--- src/rtl/dual_column_sequencer.sv ---
module dual_column_sequencer #(
  parameter int STEP_W = 16
) (
  input  logic              clk,
  input  logic              rst_n,
  input  logic              run_i,
  input  logic [STEP_W-1:0] step_limit_i,
  input  logic              rdy_a_i,
  input  logic              rdy_b_i,
  output logic              rst_a_o,
  output logic              rst_b_o,
  output logic              en_a_o,
  output logic              en_b_o,
  output logic              step_go_o,
  output logic              commit_o,
  output logic [STEP_W-1:0] step_cnt_o,
  output logic              run_done_o
);

  typedef enum logic [3:0] {
    S_IDLE, S_CLEAR, S_GO, S_RUN, S_A_DONE, S_B_DONE, S_SETTLE, S_COMMIT, S_DONE
  } state_t;

  state_t state, nxt;
  logic [STEP_W-1:0] cnt;
  logic [STEP_W-1:0] cnt_inc;

  assign cnt_inc = cnt + 1'b1;

  always_comb begin
    nxt = state;
    case (state)
      S_IDLE:   if (run_i) nxt = S_CLEAR;
      S_CLEAR:  nxt = (step_limit_i == '0) ? S_DONE : S_GO;
      S_GO:     nxt = S_RUN;
      S_RUN: begin
        if (rdy_a_i && rdy_b_i) nxt = S_SETTLE;
        else if (rdy_a_i)       nxt = S_A_DONE;
        else if (rdy_b_i)       nxt = S_B_DONE;
      end
      S_A_DONE: if (rdy_b_i) nxt = S_SETTLE;
      S_B_DONE: if (rdy_a_i) nxt = S_SETTLE;
      S_SETTLE: nxt = S_COMMIT;
      S_COMMIT: nxt = (cnt_inc == step_limit_i) ? S_DONE : S_GO;
      S_DONE:   if (!run_i) nxt = S_IDLE;
      default:  nxt = S_IDLE;
    endcase
  end

  always_ff @(posedge clk or negedge rst_n) begin
    if (!rst_n) begin
      state <= S_IDLE;
      cnt   <= '0;
    end else begin
      state <= nxt;
      if (state == S_CLEAR)       cnt <= '0;
      else if (state == S_COMMIT) cnt <= cnt_inc;
    end
  end

  assign rst_a_o    = (state == S_CLEAR);
  assign rst_b_o    = (state == S_CLEAR);
  assign en_a_o     = (state == S_GO) || (state == S_RUN) || (state == S_B_DONE);
  assign en_b_o     = (state == S_GO) || (state == S_RUN) || (state == S_A_DONE);
  assign step_go_o  = (state == S_GO);
  assign commit_o   = (state == S_COMMIT);
  assign run_done_o = (state == S_DONE);
  assign step_cnt_o = cnt;

  p_clear_then_go_r2: assert property (@(posedge clk) disable iff (!rst_n)
    (rst_a_o && step_limit_i != '0) |=> (step_go_o && en_a_o && en_b_o && step_cnt_o == '0));

  p_a_first_r3: assert property (@(posedge clk) disable iff (!rst_n)
    (en_a_o && en_b_o && !step_go_o && rdy_a_i && !rdy_b_i) |=> (!en_a_o && en_b_o));

  p_b_first_r3: assert property (@(posedge clk) disable iff (!rst_n)
    (en_a_o && en_b_o && !step_go_o && rdy_b_i && !rdy_a_i) |=> (en_a_o && !en_b_o));

  p_hold_r4: assert property (@(posedge clk) disable iff (!rst_n)
    (!en_a_o && en_b_o && !rdy_b_i) |=> (!en_a_o && en_b_o && !commit_o && $stable(step_cnt_o)));

  p_both_r5: assert property (@(posedge clk) disable iff (!rst_n)
    (en_a_o && en_b_o && !step_go_o && rdy_a_i && rdy_b_i) |=> (!en_a_o && !en_b_o && !commit_o));

  p_settle_r6: assert property (@(posedge clk) disable iff (!rst_n)
    (state == S_SETTLE) |=> commit_o);

  p_commit_once_r6: assert property (@(posedge clk) disable iff (!rst_n)
    commit_o |=> !commit_o);

  p_count_r7: assert property (@(posedge clk) disable iff (!rst_n)
    commit_o |=> (step_cnt_o == $past(step_cnt_o) + 1'b1));

  p_done_r8: assert property (@(posedge clk) disable iff (!rst_n)
    run_done_o |-> (!en_a_o && !en_b_o && step_cnt_o == step_limit_i));

  p_excl_r1: assert property (@(posedge clk) disable iff (!rst_n)
    $onehot0({rst_a_o, step_go_o, commit_o, run_done_o}));

endmodule

--- config.mk ---
export PLATFORM = sky130hd
export DESIGN_NAME = dual_column_sequencer
export DESIGN_NICKNAME = d
export VERILOG_FILES = /design/src/rtl/dual_column_sequencer.sv
export SDC_FILE = /design/constraint.sdc
export NUM_CORES = 1
export LEC_CHECK = 0
export BUFFER_PORTS_ARGS = -buffer_cell sky130_fd_sc_hd__buf_2
export CORE_UTILIZATION = 53
export DETAILED_ROUTE_END_ITERATION = 8
export PLACE_DENSITY = 0.81
export SETUP_SLACK_MARGIN = 0.2
export SYNTH_ARGS = -nofsm -noshare
export SYNTH_HDL_FRONTEND = slang
export SYNTH_SLANG_ARGS = --single-unit
--- constraint.sdc ---
create_clock -name clk -period 2.35 [get_ports clk]
set_input_delay 0.3525 -clock clk [delete_from_list [all_inputs] [get_ports clk]]
set_output_delay 0.3525 -clock clk [all_outputs]
set_load 0.05 [all_outputs]
==> results.yml <==
status:
  status: "finished clean"
synthesis:
  synthTopCellsByArea: "dfrtp_1 29%, o21ai_0 6.1%, xnor2_1 6.1%, xor2_1 4.1%, a21oi_1 3.8%"
  async_flop_share_pct: 100
  syn_area_mm2: 0.00173
  synth_top_area_cell: "dfrtp_1"
  synthFlopType: "dfrtp_1"
  yosysSeqAreaShare_pct: 29.0
  synth_most_common_cell: "o21ai_0"
  synth_edf_count: 0
  synthCells: 217
  yosysWarnings: 0
  syn_avg_cell_area_um2: 7.96
  synth_top_area_share_pct: 29.0
  synthTopCellsByCount: "21 x o21ai_0, 20 x dfrtp_1, 14 x nor2_1, 13 x a21oi_1"
  ys_types: 45
  synth_nets: 239
  synth_seq_cells: 20
worst_setup_path:
  cp-end-kind: "flop"
  crit_required_ps: 2540
  cp.arrival_ps: 2220
  crit_path_max_fanout: 9
  critPathLaunch: "step_cnt_o[7]"
  r2r-start: "step_cnt_o[7]"
  path_class: "reg2reg"
  startpoint_type: "flop"
cts:
  htree_num_levels: 1
  numCtsBuffers: 3
  cts_sinks: 20
  clk_path_buf_depth: 2
  cts.clk_slew.worst_paths_ps: 130
  cts_tree: "built"
  root_buffer: "clkbuf_4"
  clk_latency_ps: 310
power_and_ir_drop:
  pwr-share-seq_pct: 29.7
  ir_drop_v: 0.000908
  p_int_uw: 821
  p_comb_share_pct: 58.0
  switching_share_pct: 51.8
  pwr-share-clk_pct: 12.3
  p_total_mw: 1.70
  p_sw_uw: 883
  p_per_area_mw_per_mm2: 785
  power_leakage_nw: 0.980
final_layout:
  num_antenna_cells: 0
  nNetsFinal: 282
  fill_cells: 254
  synthToLayoutAreaGrowth_pct: 25.7
  fin_util_pct: 70.6
  layout-drive-gt1-share_pct: 33.2
  regArea_um2: 514
  multi_input_area_mm2: 0.00124
die:
  rows: 20
  io_pins: 44
  start_util_pct: 56.1
  die_h_um: 59.1
  die_w_um: 59.1
  die_area_mm2: 0.00349
  coreArea_mm2: 0.00308
drt:
  drt_iter0_drc: 181
  wirelength_um: 4970
  firstDrtPassIters: 7
  drt-vias-per-instance: 6.20
  postRouteAntennaNets: 0
  dr_total_vias: 1880
  avgRoutedWirePerCell_um: 16.4
  drc: 0
global_routing:
  grt.overflow.total: 0
  grt_first_pass_wirelength_um: 7760
  grt_max_degree: 22
  track_usage_pct: 29.7
  antenna_found_initial: 0
  first_global_vias: 1606
sta:
  whs_ps: 383
  rsz0062_at_grt: "false"
  finalHoldViolCount: 0
  max_slew_margin_pct: 58.6
  post-route-period-util_pct: 86.7
  clock.fmax_mhz: 491
  fin_crit_ps: 2040
  clock_skew_ps: 11.7
  setup_violations: 0
  worstMarginPinSlew_ps: 620
  slew_viol_final: 0
  setup_tns_ps: 0
placement:
  place_hpwl_um: 3520
  place.gp.congestion: 0.913
  port_buffers: 43
hold_path:
  worstHoldStart: "run_i"
  hold_class: "in2reg"
job:
  drv_cap: 0
worst max-delay path, stage by stage, from the launching register on:
cell and delay [ps]:
dfrtp_2 510, xnor2_1 190, or4_1 490, nand4_1 110
nand4_1 150, nor4_4 340, o21ai_0 120
timing repair:
| action | in CTS | in global routing |
|---|---|---|
| hold endpoints to repair | 9 | 0 |
| pin swaps | 0 | 1 |
| endpoints found under the setup margin | 1 | 20 |
| setup buffers | 0 | 7 |
| hold buffers | 1 | 0 |
| resized for setup | 2 | 18 |
metal layers:
metal,wire [µm],GRT usage (%)
met1,2130,42.1
met2,2380,45.9
met3,413,6.11
met4,44,8.16
met5,0,0
power groups by stage:
stage                     Combinational (mW)  Clock (mW)  Sequential, mW
after floorplan                        0.679           0           0.505
after global placement                 0.908           0           0.490
after detailed placement               0.923           0           0.497
after CTS                              0.929       0.211           0.489
after global routing                    1.06       0.223           0.514
final                                  0.989       0.209           0.506
layout make-up:
| type | count | area share [%] |
|---|---|---|
| inverter | 3 | 0.518 |
| clock buffer | 4 | 1.67 |
| tap | 44 | 2.53 |
| timing repair buffer | 55 | 14.3 |
| multi-input combinational | 177 | 57.3 |
| sequential | 20 | 23.7 |
through the flow:
stage / instance area (µm²) / worst slack, ps / cells
after detailed placement: 1990 / 199 / 291
after floorplan: 1760 / 179 / 217
after global placement: 1990 / 216 / 291
after global routing: 2170 / 186 / 303
after CTS: 2050 / 216 / 296
final: 2170 / 312 / 303
registers in the layout, summed over array words and instances (netlist names):
name,cells
state,4
step_cnt_o,16
cell usage in the layout (no fill, tap or decap), types with 3 or more instances in the layout:
cell type / n
a21oi_1: 13
and2_1: 7
buf_2: 42
buf_4: 11
clkbuf_4: 4
dfrtp_1: 9
dfrtp_2: 11
inv_1: 3
nand2_1: 12
nand2b_1: 5
nand3_1: 7
nand4_1: 10
nor2_1: 13
nor2b_1: 8
nor3_1: 3
nor3b_1: 5
nor4_1: 5
nor4_4: 3
o21ai_0: 21
o22ai_1: 3
o31ai_1: 4
o41ai_1: 4
xnor2_1: 11
xor2_1: 8
logic make-up after synthesis:
family / share of synthesized area [%]
AND/OR/NAND/NOR: 31.8
AO/OA/AOI/OAI: 22.7
XOR/XNOR: 10.1
buffers and inverters: 5.07
flip-flops: 29.0
multiplexers: 0.579
adder cells (fa/ha/maj): 0.724
worst paths after layout:
check,endpoint,slack [ps],cells after the start
worst min-delay path,state[3],380,3
worst max register to register,state[1],310,6
worst max-delay path,state[1],310,6
worst min register to register,step_cnt_o[9],580,1
max in group asynchronous,step_cnt_o[1],1460,2
min in group asynchronous,step_cnt_o[3],520,2
Note: power is estimated with default switching activity, not from simulation.
